File: config.mk
export PLATFORM = sky130hd
export DESIGN_NAME = ecc_rmw_engine
export DESIGN_NICKNAME = d
export VERILOG_FILES = /design/src/rtl/ecc_rmw_pkg.sv /design/src/rtl/ecc_rmw_secded_dec.sv /design/src/rtl/ecc_rmw_ctrl.sv /design/src/rtl/ecc_rmw_datapath.sv /design/src/rtl/ecc_rmw_engine.sv
export SDC_FILE = /design/constraint.sdc
export NUM_CORES = 1
export LEC_CHECK = 0
export BUFFER_PORTS_ARGS = -buffer_cell sky130_fd_sc_hd__buf_4
export CAP_MARGIN = 20
export CORE_MARGIN = 5
export CORE_UTILIZATION = 40
export DETAILED_ROUTE_END_ITERATION = 7
export PLACE_DENSITY_LB_ADDON = 0.3
export SETUP_SLACK_MARGIN = 0.15
export SLEW_MARGIN = 15
export SYNTH_ARGS = -nofsm -noshare
export SYNTH_HDL_FRONTEND = slang
export SYNTH_SLANG_ARGS = --single-unit
File: constraint.sdc
create_clock -name clk -period 6.1 [get_ports clk]
set_input_delay 0 -clock clk [delete_from_list [all_inputs] [get_ports clk]]
set_output_delay 0 -clock clk [all_outputs]
set_load 0.005 [all_outputs]
File: src/rtl/ecc_rmw_pkg.sv
package ecc_rmw_pkg;

  localparam int DataW = 64;
  localparam int LaneW = 8;
  localparam int LaneN = DataW / LaneW;

  function automatic int hamBits(int n);
    int r = 1;
    while ((1 << r) < n + r + 1) r++;
    return r;
  endfunction

  localparam int HamW  = hamBits(DataW);
  localparam int ChkW  = HamW + 1;
  localparam int LastPos = DataW + HamW;

  typedef logic [DataW-1:0] word_t;
  typedef logic [ChkW-1:0]  chk_t;
  typedef logic [HamW-1:0]  syn_t;

  typedef struct packed {
    logic capture;
    logic loadMerge;
    logic cmdValid;
    logic cmdWrite;
  } strobe_t;

  function automatic chk_t secdedEncode(word_t d);
    chk_t c = '0;
    int   j = 0;
    for (int p = 1; p <= LastPos; p++) begin
      if ((p & (p - 1)) != 0) begin
        for (int k = 0; k < HamW; k++) begin
          if (p[k]) c[k] = c[k] ^ d[j];
        end
        j++;
      end
    end
    c[HamW] = (^d) ^ (^c[HamW-1:0]);
    return c;
  endfunction

  function automatic word_t secdedFix(word_t d, syn_t syn);
    word_t r = d;
    int    j = 0;
    for (int p = 1; p <= LastPos; p++) begin
      if ((p & (p - 1)) != 0) begin
        if (int'(syn) == p) r[j] = ~r[j];
        j++;
      end
    end
    return r;
  endfunction

endpackage

File: src/rtl/ecc_rmw_secded_dec.sv
module ecc_rmw_secded_dec
  import ecc_rmw_pkg::*;
(
  input  word_t rdData,
  input  chk_t  rdChk,
  output word_t fixData,
  output logic  isSingle,
  output logic  isDouble
);

  chk_t reCalc;
  syn_t syndrome;
  logic parityOdd;
  logic synInRange;

  always_comb begin
    reCalc     = secdedEncode(rdData);
    syndrome   = rdChk[HamW-1:0] ^ reCalc[HamW-1:0];
    parityOdd  = ^{rdData, rdChk};
    synInRange = (int'(syndrome) <= LastPos);
    isSingle   = parityOdd && synInRange;
    isDouble   = (!parityOdd && (syndrome != '0)) || (parityOdd && !synInRange);
    fixData    = isSingle ? secdedFix(rdData, syndrome) : rdData;
  end

endmodule

File: src/rtl/ecc_rmw_ctrl.sv
module ecc_rmw_ctrl
  import ecc_rmw_pkg::*;
(
  input  logic    clk,
  input  logic    rstN,
  input  logic    reqValid,
  input  logic    allBe,
  input  logic    memCmdReady,
  input  logic    memRdValid,
  output logic    reqReady,
  output strobe_t stb
);

  typedef enum logic [1:0] {
    S_IDLE,
    S_RD_CMD,
    S_RD_WAIT,
    S_WR_CMD
  } state_t;

  state_t state, stateNext;

  always_comb begin
    stateNext = state;
    unique case (state)
      S_IDLE:    if (reqValid) stateNext = allBe ? S_WR_CMD : S_RD_CMD;
      S_RD_CMD:  if (memCmdReady) stateNext = S_RD_WAIT;
      S_RD_WAIT: if (memRdValid) stateNext = S_WR_CMD;
      S_WR_CMD:  if (memCmdReady) stateNext = S_IDLE;
      default:   stateNext = S_IDLE;
    endcase
  end

  always_ff @(posedge clk or negedge rstN) begin
    if (!rstN) state <= S_IDLE;
    else       state <= stateNext;
  end

  always_comb begin
    reqReady      = (state == S_IDLE);
    stb.capture   = (state == S_IDLE) && reqValid;
    stb.loadMerge = (state == S_RD_WAIT) && memRdValid;
    stb.cmdValid  = (state == S_RD_CMD) || (state == S_WR_CMD);
    stb.cmdWrite  = (state == S_WR_CMD);
  end

endmodule

File: src/rtl/ecc_rmw_datapath.sv
module ecc_rmw_datapath
  import ecc_rmw_pkg::*;
#(
  parameter int ADDR_W = 32,
  parameter int CNT_W  = 16
) (
  input  logic              clk,
  input  logic              rstN,
  input  strobe_t           stb,
  input  logic [ADDR_W-1:0] reqAddr,
  input  word_t             reqData,
  input  logic [LaneN-1:0]  reqBe,
  input  word_t             memRdData,
  input  chk_t              memRdChk,
  input  logic              cntClear,
  output logic              memCmdValid,
  output logic              memCmdWrite,
  output logic [ADDR_W-1:0] memCmdAddr,
  output word_t             memWrData,
  output chk_t              memWrChk,
  output logic [CNT_W-1:0]  sbeCount,
  output logic [CNT_W-1:0]  dbeCount,
  output logic              errIrq,
  output logic [ADDR_W-1:0] errAddr,
  output logic              errDouble
);

  localparam logic [CNT_W-1:0] CntMax = '1;

  logic [ADDR_W-1:0] addrQ;
  word_t             newQ;
  logic [LaneN-1:0]  beQ;
  word_t             wordQ;

  word_t fixData;
  word_t baseWord;
  word_t mergeWord;
  logic  rdSingle;
  logic  rdDouble;

  ecc_rmw_secded_dec u_dec (
    .rdData  (memRdData),
    .rdChk   (memRdChk),
    .fixData (fixData),
    .isSingle(rdSingle),
    .isDouble(rdDouble)
  );

  assign baseWord = rdDouble ? memRdData : fixData;

  for (genvar l = 0; l < LaneN; l++) begin : g_lane
    assign mergeWord[l*LaneW +: LaneW] =
      beQ[l] ? newQ[l*LaneW +: LaneW] : baseWord[l*LaneW +: LaneW];
  end

  always_ff @(posedge clk or negedge rstN) begin
    if (!rstN) begin
      addrQ <= '0;
      newQ  <= '0;
      beQ   <= '0;
      wordQ <= '0;
    end else if (stb.capture) begin
      addrQ <= reqAddr;
      newQ  <= reqData;
      beQ   <= reqBe;
      wordQ <= reqData;
    end else if (stb.loadMerge) begin
      wordQ <= mergeWord;
    end
  end

  function automatic logic [CNT_W-1:0] satInc(logic [CNT_W-1:0] v);
    return (v == CntMax) ? v : v + 1'b1;
  endfunction

  always_ff @(posedge clk or negedge rstN) begin
    if (!rstN) begin
      sbeCount <= '0;
      dbeCount <= '0;
    end else if (cntClear) begin
      sbeCount <= '0;
      dbeCount <= '0;
    end else if (stb.loadMerge) begin
      if (rdSingle) sbeCount <= satInc(sbeCount);
      if (rdDouble) dbeCount <= satInc(dbeCount);
    end
  end

  always_ff @(posedge clk or negedge rstN) begin
    if (!rstN) begin
      errIrq    <= 1'b0;
      errAddr   <= '0;
      errDouble <= 1'b0;
    end else begin
      errIrq <= stb.loadMerge && (rdSingle || rdDouble);
      if (stb.loadMerge && (rdSingle || rdDouble)) begin
        errAddr   <= addrQ;
        errDouble <= rdDouble;
      end
    end
  end

  always_comb begin
    memCmdValid = stb.cmdValid;
    memCmdWrite = stb.cmdWrite;
    memCmdAddr  = addrQ;
    memWrData   = wordQ;
    memWrChk    = secdedEncode(wordQ);
  end

endmodule

File: src/rtl/ecc_rmw_engine.sv
module ecc_rmw_engine
  import ecc_rmw_pkg::*;
#(
  parameter int ADDR_W = 32,
  parameter int CNT_W  = 16
) (
  input  logic              clk,
  input  logic              rstN,
  input  logic              reqValid,
  output logic              reqReady,
  input  logic [ADDR_W-1:0] reqAddr,
  input  logic [DataW-1:0]  reqData,
  input  logic [LaneN-1:0]  reqBe,
  output logic              memCmdValid,
  input  logic              memCmdReady,
  output logic              memCmdWrite,
  output logic [ADDR_W-1:0] memCmdAddr,
  output logic [DataW-1:0]  memWrData,
  output logic [ChkW-1:0]   memWrChk,
  input  logic              memRdValid,
  input  logic [DataW-1:0]  memRdData,
  input  logic [ChkW-1:0]   memRdChk,
  input  logic              cntClear,
  output logic [CNT_W-1:0]  sbeCount,
  output logic [CNT_W-1:0]  dbeCount,
  output logic              errIrq,
  output logic [ADDR_W-1:0] errAddr,
  output logic              errDouble
);

  strobe_t stb;

  ecc_rmw_ctrl u_ctrl (
    .clk        (clk),
    .rstN       (rstN),
    .reqValid   (reqValid),
    .allBe      (&reqBe),
    .memCmdReady(memCmdReady),
    .memRdValid (memRdValid),
    .reqReady   (reqReady),
    .stb        (stb)
  );

  ecc_rmw_datapath #(
    .ADDR_W(ADDR_W),
    .CNT_W (CNT_W)
  ) u_dp (
    .clk        (clk),
    .rstN       (rstN),
    .stb        (stb),
    .reqAddr    (reqAddr),
    .reqData    (reqData),
    .reqBe      (reqBe),
    .memRdData  (memRdData),
    .memRdChk   (memRdChk),
    .cntClear   (cntClear),
    .memCmdValid(memCmdValid),
    .memCmdWrite(memCmdWrite),
    .memCmdAddr (memCmdAddr),
    .memWrData  (memWrData),
    .memWrChk   (memWrChk),
    .sbeCount   (sbeCount),
    .dbeCount   (dbeCount),
    .errIrq     (errIrq),
    .errAddr    (errAddr),
    .errDouble  (errDouble)
  );

endmodule

; Yosys cells after proc, flatten, opt, wreduce, memory -nomap -nowiden
; Cells that the tools add are included.
[op_classes]
reduce_logical = 24
mux = 90
n_addsub = 2
n_bitwise = 462
n_eq_ne = 75
order_cmp = 1
[ops]
columns = operator, n
row1 = 1-bit XOR, 397
row2 = 64-bit 2-to-1 mux, 5
row3 = 7-bit equality test (second input constant), 38
row4 = 16-bit 2-to-1 mux, 9
row5 = 7-bit by 6-bit equality test with 1-bit output (second input constant), 15
row6 = 8-bit 2-to-1 mux, 9
row7 = 72-bit XOR reduction, 1
row8 = 1-bit NOT, 64
row9 = 64-bit XOR reduction, 1
row10 = 63-bit 2-to-1 mux, 1
row11 = 62-bit 2-to-1 mux, 1
row12 = 61-bit 2-to-1 mux, 1
row13 = 60-bit 2-to-1 mux, 1
row14 = 59-bit 2-to-1 mux, 1
row15 = 58-bit 2-to-1 mux, 1
row16 = 57-bit 2-to-1 mux, 1
row17 = 56-bit 2-to-1 mux, 1
row18 = 55-bit 2-to-1 mux, 1
row19 = 54-bit 2-to-1 mux, 1
row20 = 53-bit 2-to-1 mux, 1
row21 = 52-bit 2-to-1 mux, 1
row22 = 51-bit 2-to-1 mux, 1
row23 = 50-bit 2-to-1 mux, 1
row24 = 7-bit by 5-bit equality test with 1-bit output (second input constant), 7
row25 = 67 further kinds, 94
[totals]
ff_bits = 236
input_bits = 182

; Logic depth before layout (Yosys ltp)
[logic_depth]
depth_word = 105
ltp_mapped = 11
mapped_depth_nobuf = 9

; Hierarchy
; A second synthesis with hierarchy kept.
[hier_totals]
cells_unflattened = 1364
area_unflattened_um2 = 14879.3
[modules_own_cells]
columns = mod, seq_area_each_um2, cells_each, area_each_um2, n_inst
row1 = ecc_rmw_datapath, 5855.6, 1047, 11873.9, 1
row2 = ecc_rmw_secded_dec, 0.0, 295, 2801.4, 1
row3 = ecc_rmw_ctrl, 50.0, 19, 187.7, 1
row4 = ecc_rmw_engine, 0.0, 3, 16.3, 1

; Least setup slack after synthesis
; No wires, ideal clock.
[synth_path]
path_kind = input-to-reg
from = in memRdData[6]
to = reg u_dp.errAddr[10]
path_stages = 9
arrival_ps = 2777
path_buffers = 1
slack_ps = 3196
setup_ps = 128
t_required_ps = 5972
cell_sequence = xnor3_1 > xnor3_1 > xnor3_2 > xnor3_1 > xor3_1 > nand3_1 > o31ai_4 > buf_4 > mux2_1
[synth_via]
elab_chain_len = 38
elab_cells_between_ends = 103
[synth_rtl]
columns = element, line
row1 = start: declaration, ecc_rmw_engine.sv:21  ; input logic [DataW-1:0] memRdData,
row2 = 1-bit XOR (31 in a row), ecc_rmw_pkg.sv:34  ; if (p[k]) c[k] = c[k] ^ d[j];
row3 = 7-bit XOR, ecc_rmw_secded_dec.sv:18  ; syndrome = rdChk[HamW-1:0] ^ reCalc[HamW-1:0];
row4 = 7-bit <= comparator, ecc_rmw_secded_dec.sv:20  ; synInRange = (int'(syndrome) <= LastPos);
row5 = 1-bit logical NOT, ecc_rmw_secded_dec.sv:22  ; isDouble = (!parityOdd && (syndrome != '0)) || (parityOdd && !synInRange);
row6 = 1-bit logical AND, ecc_rmw_secded_dec.sv:22
row7 = 1-bit logical OR, ecc_rmw_secded_dec.sv:22
row8 = 1-bit logical OR *, ecc_rmw_datapath.sv:96  ; if (stb.loadMerge && (rdSingle || rdDouble)) begin
row9 = 1-bit logical AND *, ecc_rmw_datapath.sv:96
row10 = end signal: assignment, ecc_rmw_datapath.sv:97  ; errAddr <= addrQ;
row11 = end: declaration, ecc_rmw_datapath.sv:24  ; output logic [ADDR_W-1:0] errAddr,
; Every way passes the cells marked *; elsewhere a longest branch is shown, timed or not.
; A chain may end at the register's enable or synchronous reset.

; Worst setup path after layout
[layout_path]
from = in memRdData[29]
to = reg u_dp.errAddr[30]
[layout_via]
elab_chain_len = 35
elab_cells_between_ends = 60
[layout_rtl]
columns = element, line
row1 = 1-bit XOR (28 in a row), ecc_rmw_pkg.sv:34
row2 = 7-bit XOR, ecc_rmw_secded_dec.sv:18
row3 = 7-bit <= comparator, ecc_rmw_secded_dec.sv:20
row4 = 1-bit logical NOT, ecc_rmw_secded_dec.sv:22
row5 = 1-bit logical AND, ecc_rmw_secded_dec.sv:22
row6 = 1-bit logical OR, ecc_rmw_secded_dec.sv:22
row7 = 1-bit logical OR *, ecc_rmw_datapath.sv:96
row8 = 1-bit logical AND *, ecc_rmw_datapath.sv:96
; Marked as above.

==> impl_metrics.py <==
metrics = {
    "floorplan": {
        "fp.dieH_um": 198,
        "num_io_pins": 355,
        "core-area_um2": 34700,
        "chipWidth_um": 198,
        "initial_utilization_pct": 40.7,
        "num_rows": 68,
        "die_area_um2": 39200,
    },
    "synth": {
        "unique_masters_post_synth": 60,
        "ys_top_cells_by_area": "sky130_fd_sc_hd__dfrtp_1 (42%), sky130_fd_sc_hd__xnor2_1 (13%), sky130_fd_sc_hd__nand2_1 (9.8%)",
        "synth_fp_nets": 1646,
        "post-synth-top-area-cell": "sky130_fd_sc_hd__dfrtp_1",
        "cell_area_synth_um2": 14100,
        "synth_top_flop_cell": "sky130_fd_sc_hd__dfrtp_1",
        "synthesis.instances": 1458,
        "async_reset_ff_share_pct": 100,
        "synth_common_cells": "sky130_fd_sc_hd__nand2_1 (370), sky130_fd_sc_hd__dfrtp_1 (236), sky130_fd_sc_hd__xnor2_1 (209), sky130_fd_sc_hd__a21oi_1 (80), sky130_fd_sc_hd__xor2_1 (79)",
        "synth_largest_type_area_fraction_pct": 41.8,
        "count_leader_synth": "sky130_fd_sc_hd__nand2_1",
        "synthesis.yosys.warnings": 0,
        "post_synth_edffs": 0,
        "yosysSeqAreaShare_pct": 41.8,
        "syn_avg_cell_area_um2": 9.69,
        "synth.ff_latch_count": 236,
    },
    "timing": {
        "worst_slew_pin_slew_ns": 1.14,
        "layout_worst_path_cycle_share_pct": 66.7,
        "period_minus_slack_ns": 4.07,
        "fmax_ghz": 0.246,
        "hold_viol_final": 0,
        "finalSetupViolCount": 0,
        "finalMaxSlewViolations": 0,
        "fin_worst_skew_ns": 0.0144,
        "finalSetupTns_ns": 0,
        "worst_slew_margin_rel_pct": 23.4,
        "grt_setup_unrepaired": "false",
    },
    "finish": {
        "multiInputGateArea_um2": 7900,
        "regArea_um2": 5910,
        "final_core_utilization_pct": 57.5,
        "design.final.nets": 2141,
        "drive_gt1_share_pct": 23.9,
        "flow.area_growth_from_synthesis_pct": 41.3,
        "nFillCells": 2971,
    },
    "power": {
        "netSwitchingPower_mw": 6.98,
        "power_report.internal_total_mw": 8.68,
        "netSwitchingFraction_pct": 44.6,
        "comb_power_share_pct": 69.4,
        "leakagePower_nw": 9.35,
        "clockPowerShare_pct": 12.0,
        "power.sequential.fraction_pct": 18.6,
        "power_per_cell_area_nw_per_um2": 785,
        "vdd_ir_max_mv": 3.71,
    },
    "worst_setup_path": {
        "crit_path_top_delay_cell": "sky130_fd_sc_hd__xor3_1",
        "critical_path_cell_count": 11,
        "timing.critical_path.from_type": "primary input",
        "worst_setup_path_startpoint": "memRdData[29]",
        "timing.setup.critical_path_class": "primary input to flip-flop",
        "cpPeakStageDelay_ns": 0.71,
        "critical_path_peak_fanout": 35,
        "worst-endpoint-arrival_ns": 4.51,
        "crit_family": "XOR/XNOR gates",
        "critPathBufInv": 3,
        "ordered_cell_list_for_the_critical_path": "dlygate4sd3_1 > buf_4 > xnor2_1 > xnor3_1 > xnor3_1 > xnor3_1 > xor3_1 > nand3_1 > o31ai_4 > buf_4 > mux2_2",
        "worst_ep_required_time_ns": 6.54,
        "r2r_cells": 9,
        "r2r-start": "u_dp.sbeCount[3]$_DFFE_PN0P_",
        "critPathMostFrequentCell": "sky130_fd_sc_hd__xnor3_1",
        "setup.worst_path.end_class": "flip-flop",
    },
    "clock_tree": {
        "cts.hold.buffers_added": 172,
        "max-clock-path-buffers": 3,
        "clock_sink_count": 236,
        "cts_tree": "built",
        "cts-resized-gates": 0,
        "ctsHtreeMaxLevel": 1,
        "clock_buffer_count_from_cts": 28,
        "clk-insertion-delay-late_ns": 0.56,
        "clock_pin_transition_on_the_worst_setup_and_hold_timing_paths_ns": 0.06,
        "cts_setup_buffers": 0,
        "root_buffer": "sky130_fd_sc_hd__clkbuf_16",
    },
    "route": {
        "vias": 13300,
        "drtAntennaViolNets": 0,
        "drc_errors": 0,
        "first_pass_iters": 8,
        "drt_first_iter_violations": 1062,
        "vias_per_cell": 5.48,
        "detail_route.wirelength_um": 54100,
        "drt-wirelength-per-cell_um": 22.2,
    },
    "global_route": {
        "first_global_vias": 13700,
        "globalRoute.totalOverflow": 0,
        "largest_net_degree_at_the_start_of_global_routing": 106,
        "global_route.usage.total_pct": 26.6,
        "grt_first_pass_wirelength_um": 81500,
        "antenna_found_initial": 3,
    },
    "job": {
        "timing.max_cap.violations": 0,
    },
    "worst_hold_path": {
        "worstHoldStart": "reqValid",
        "min_delay_path_depth": 4,
        "worst_hold_class": "primary input to flip-flop",
    },
    "placed_design": {
        "count_of_port_buffers_added_during_placement": 354,
        "routabilityCongestion": 0.960,
        "post-dp-hpwl_um": 39000,
    },
    "outcome": {
        "status": "complete, no violations",
    },
}
[cell type report]
| type | count | area share [%] |
|---|---|---|
| Antenna cell | 4 | 0.0501 |
| Clock buffer | 37 | 4.09 |
| Clock inverter | 14 | 1.12 |
| Inverter | 12 | 0.226 |
| Multi-Input combinational cell | 1135 | 39.6 |
| Sequential cell | 236 | 29.6 |
| Tap cell | 455 | 2.85 |
| Timing Repair Buffer | 540 | 22.5 |
[worst paths after layout]
check | end | slack [ns]
max in group asynchronous | u_dp.memWrData[46]$_DFFE_PN0P_ | 4.56
min in group asynchronous | u_dp.memCmdAddr[0]$_DFFE_PN0P_ | 0.11
worst min-delay path | u_dp.newQ[25]$_DFFE_PN0P_ | 0.09
worst max register to register | u_dp.sbeCount[7]$_DFFE_PN0P_ | 2.97
worst max-delay path | u_dp.errAddr[30]$_DFFE_PN0P_ | 2.03
worst min register to register | u_dp.newQ[53]$_DFFE_PN0P_ | 0.47
[worst register-to-register path: stages (launching register included)]
cell and delay (ns):
sky130_fd_sc_hd__dfrtp_1 0.45, sky130_fd_sc_hd__and3_1 0.27, sky130_fd_sc_hd__and4_1 0.23, sky130_fd_sc_hd__and3_1 0.21
sky130_fd_sc_hd__and4_1 0.25, sky130_fd_sc_hd__a41o_1 0.30, sky130_fd_sc_hd__inv_1 0.09, sky130_fd_sc_hd__nand3_1 0.44
sky130_fd_sc_hd__or4_1 0.64, sky130_fd_sc_hd__a21oi_1 0.17
[cells by family after synthesis]
kind of cell | count (synthesis) | synth area share, %
AO/OA/AOI/OAI | 191 | 9.88
XOR/XNOR | 327 | 23.9
adder cells (fa/ha/maj) | 6 | 0.531
buffers and inverters | 87 | 2.60
flip-flops | 236 | 41.8
multiplexers | 33 | 2.63
AND/OR/NAND/NOR | 578 | 18.6
[sequential cells by signal, indices dropped and copies added (netlist names)]
signal	count
u_dp.memWrData	64
u_dp.newQ	64
u_dp.errAddr	32
u_dp.memCmdAddr	32
u_dp.dbeCount	16
u_dp.sbeCount	16
u_dp.beQ	8
u_ctrl.state	2
u_dp.errDouble	1
u_dp.errIrq	1
[placed cells by master (no fill, tap or decap), drive strengths merged, types with 7 or more instances in the layout]
| cell type | Yosys | routed |
|---|---|---|
| o221ai | 63 | 63 |
| nand2 | 371 | 371 |
| dlygate4sd3 | 0 | 172 |
| or4 | 17 | 17 |
| xnor2 | 212 | 212 |
| o31ai | 16 | 16 |
| clkinv | 0 | 7 |
| a21oi | 90 | 90 |
| xor2 | 81 | 81 |
| nor3 | 13 | 13 |
| dfrtp | 236 | 236 |
| mux2 | 33 | 33 |
| and3 | 66 | 66 |
| nand3 | 21 | 21 |
| inv | 12 | 12 |
| nor2b | 13 | 13 |
| xnor3 | 31 | 31 |
| o21ai | 8 | 8 |
| buf | 21 | 367 |
| nor2 | 37 | 37 |
| or3 | 13 | 13 |
| nand4 | 7 | 7 |
| clkbuf | 54 | 38 |
[routing by layer]
metal,global-route usage (%),vias up,share of wire (%)
met1,33.9,6504,39
li1,-,5960,-
met5,0,-,0
met2,43.7,708,47
met3,6.43,170,9.2
met4,11.0,0,4.9
[power by group through the flow]
stage,clock network [mW],logic (mW),registers (mW)
after global placement,0,10.5,2.88
after detailed placement,0,10.6,2.91
after global routing,1.97,11.3,2.97
after CTS,1.91,10.7,2.89
final,1.88,10.9,2.91
after floorplan,0,6.76,2.69
[stage by stage]
| stage | total power, mW | instance area (um^2) | hold WS [ns] | setup WS (ns) | std cells |
|---|---|---|---|---|---|
| global placement | 13.3 | 17100 | 0.118 | 2.14 | 2203 |
| floorplan | 9.45 | 14100 | -0.296 | 3.20 | 1458 |
| CTS | 15.5 | 19900 | 0.0653 | 2.04 | 2426 |
| finish | 15.7 | 20000 | 0.0897 | 2.03 | 2433 |
| detailed placement | 13.5 | 17100 | 0.124 | 2.05 | 2203 |
| global route | 16.3 | 20000 | 0.0927 | 1.90 | 2432 |
(Power assumes the default switching activity.)
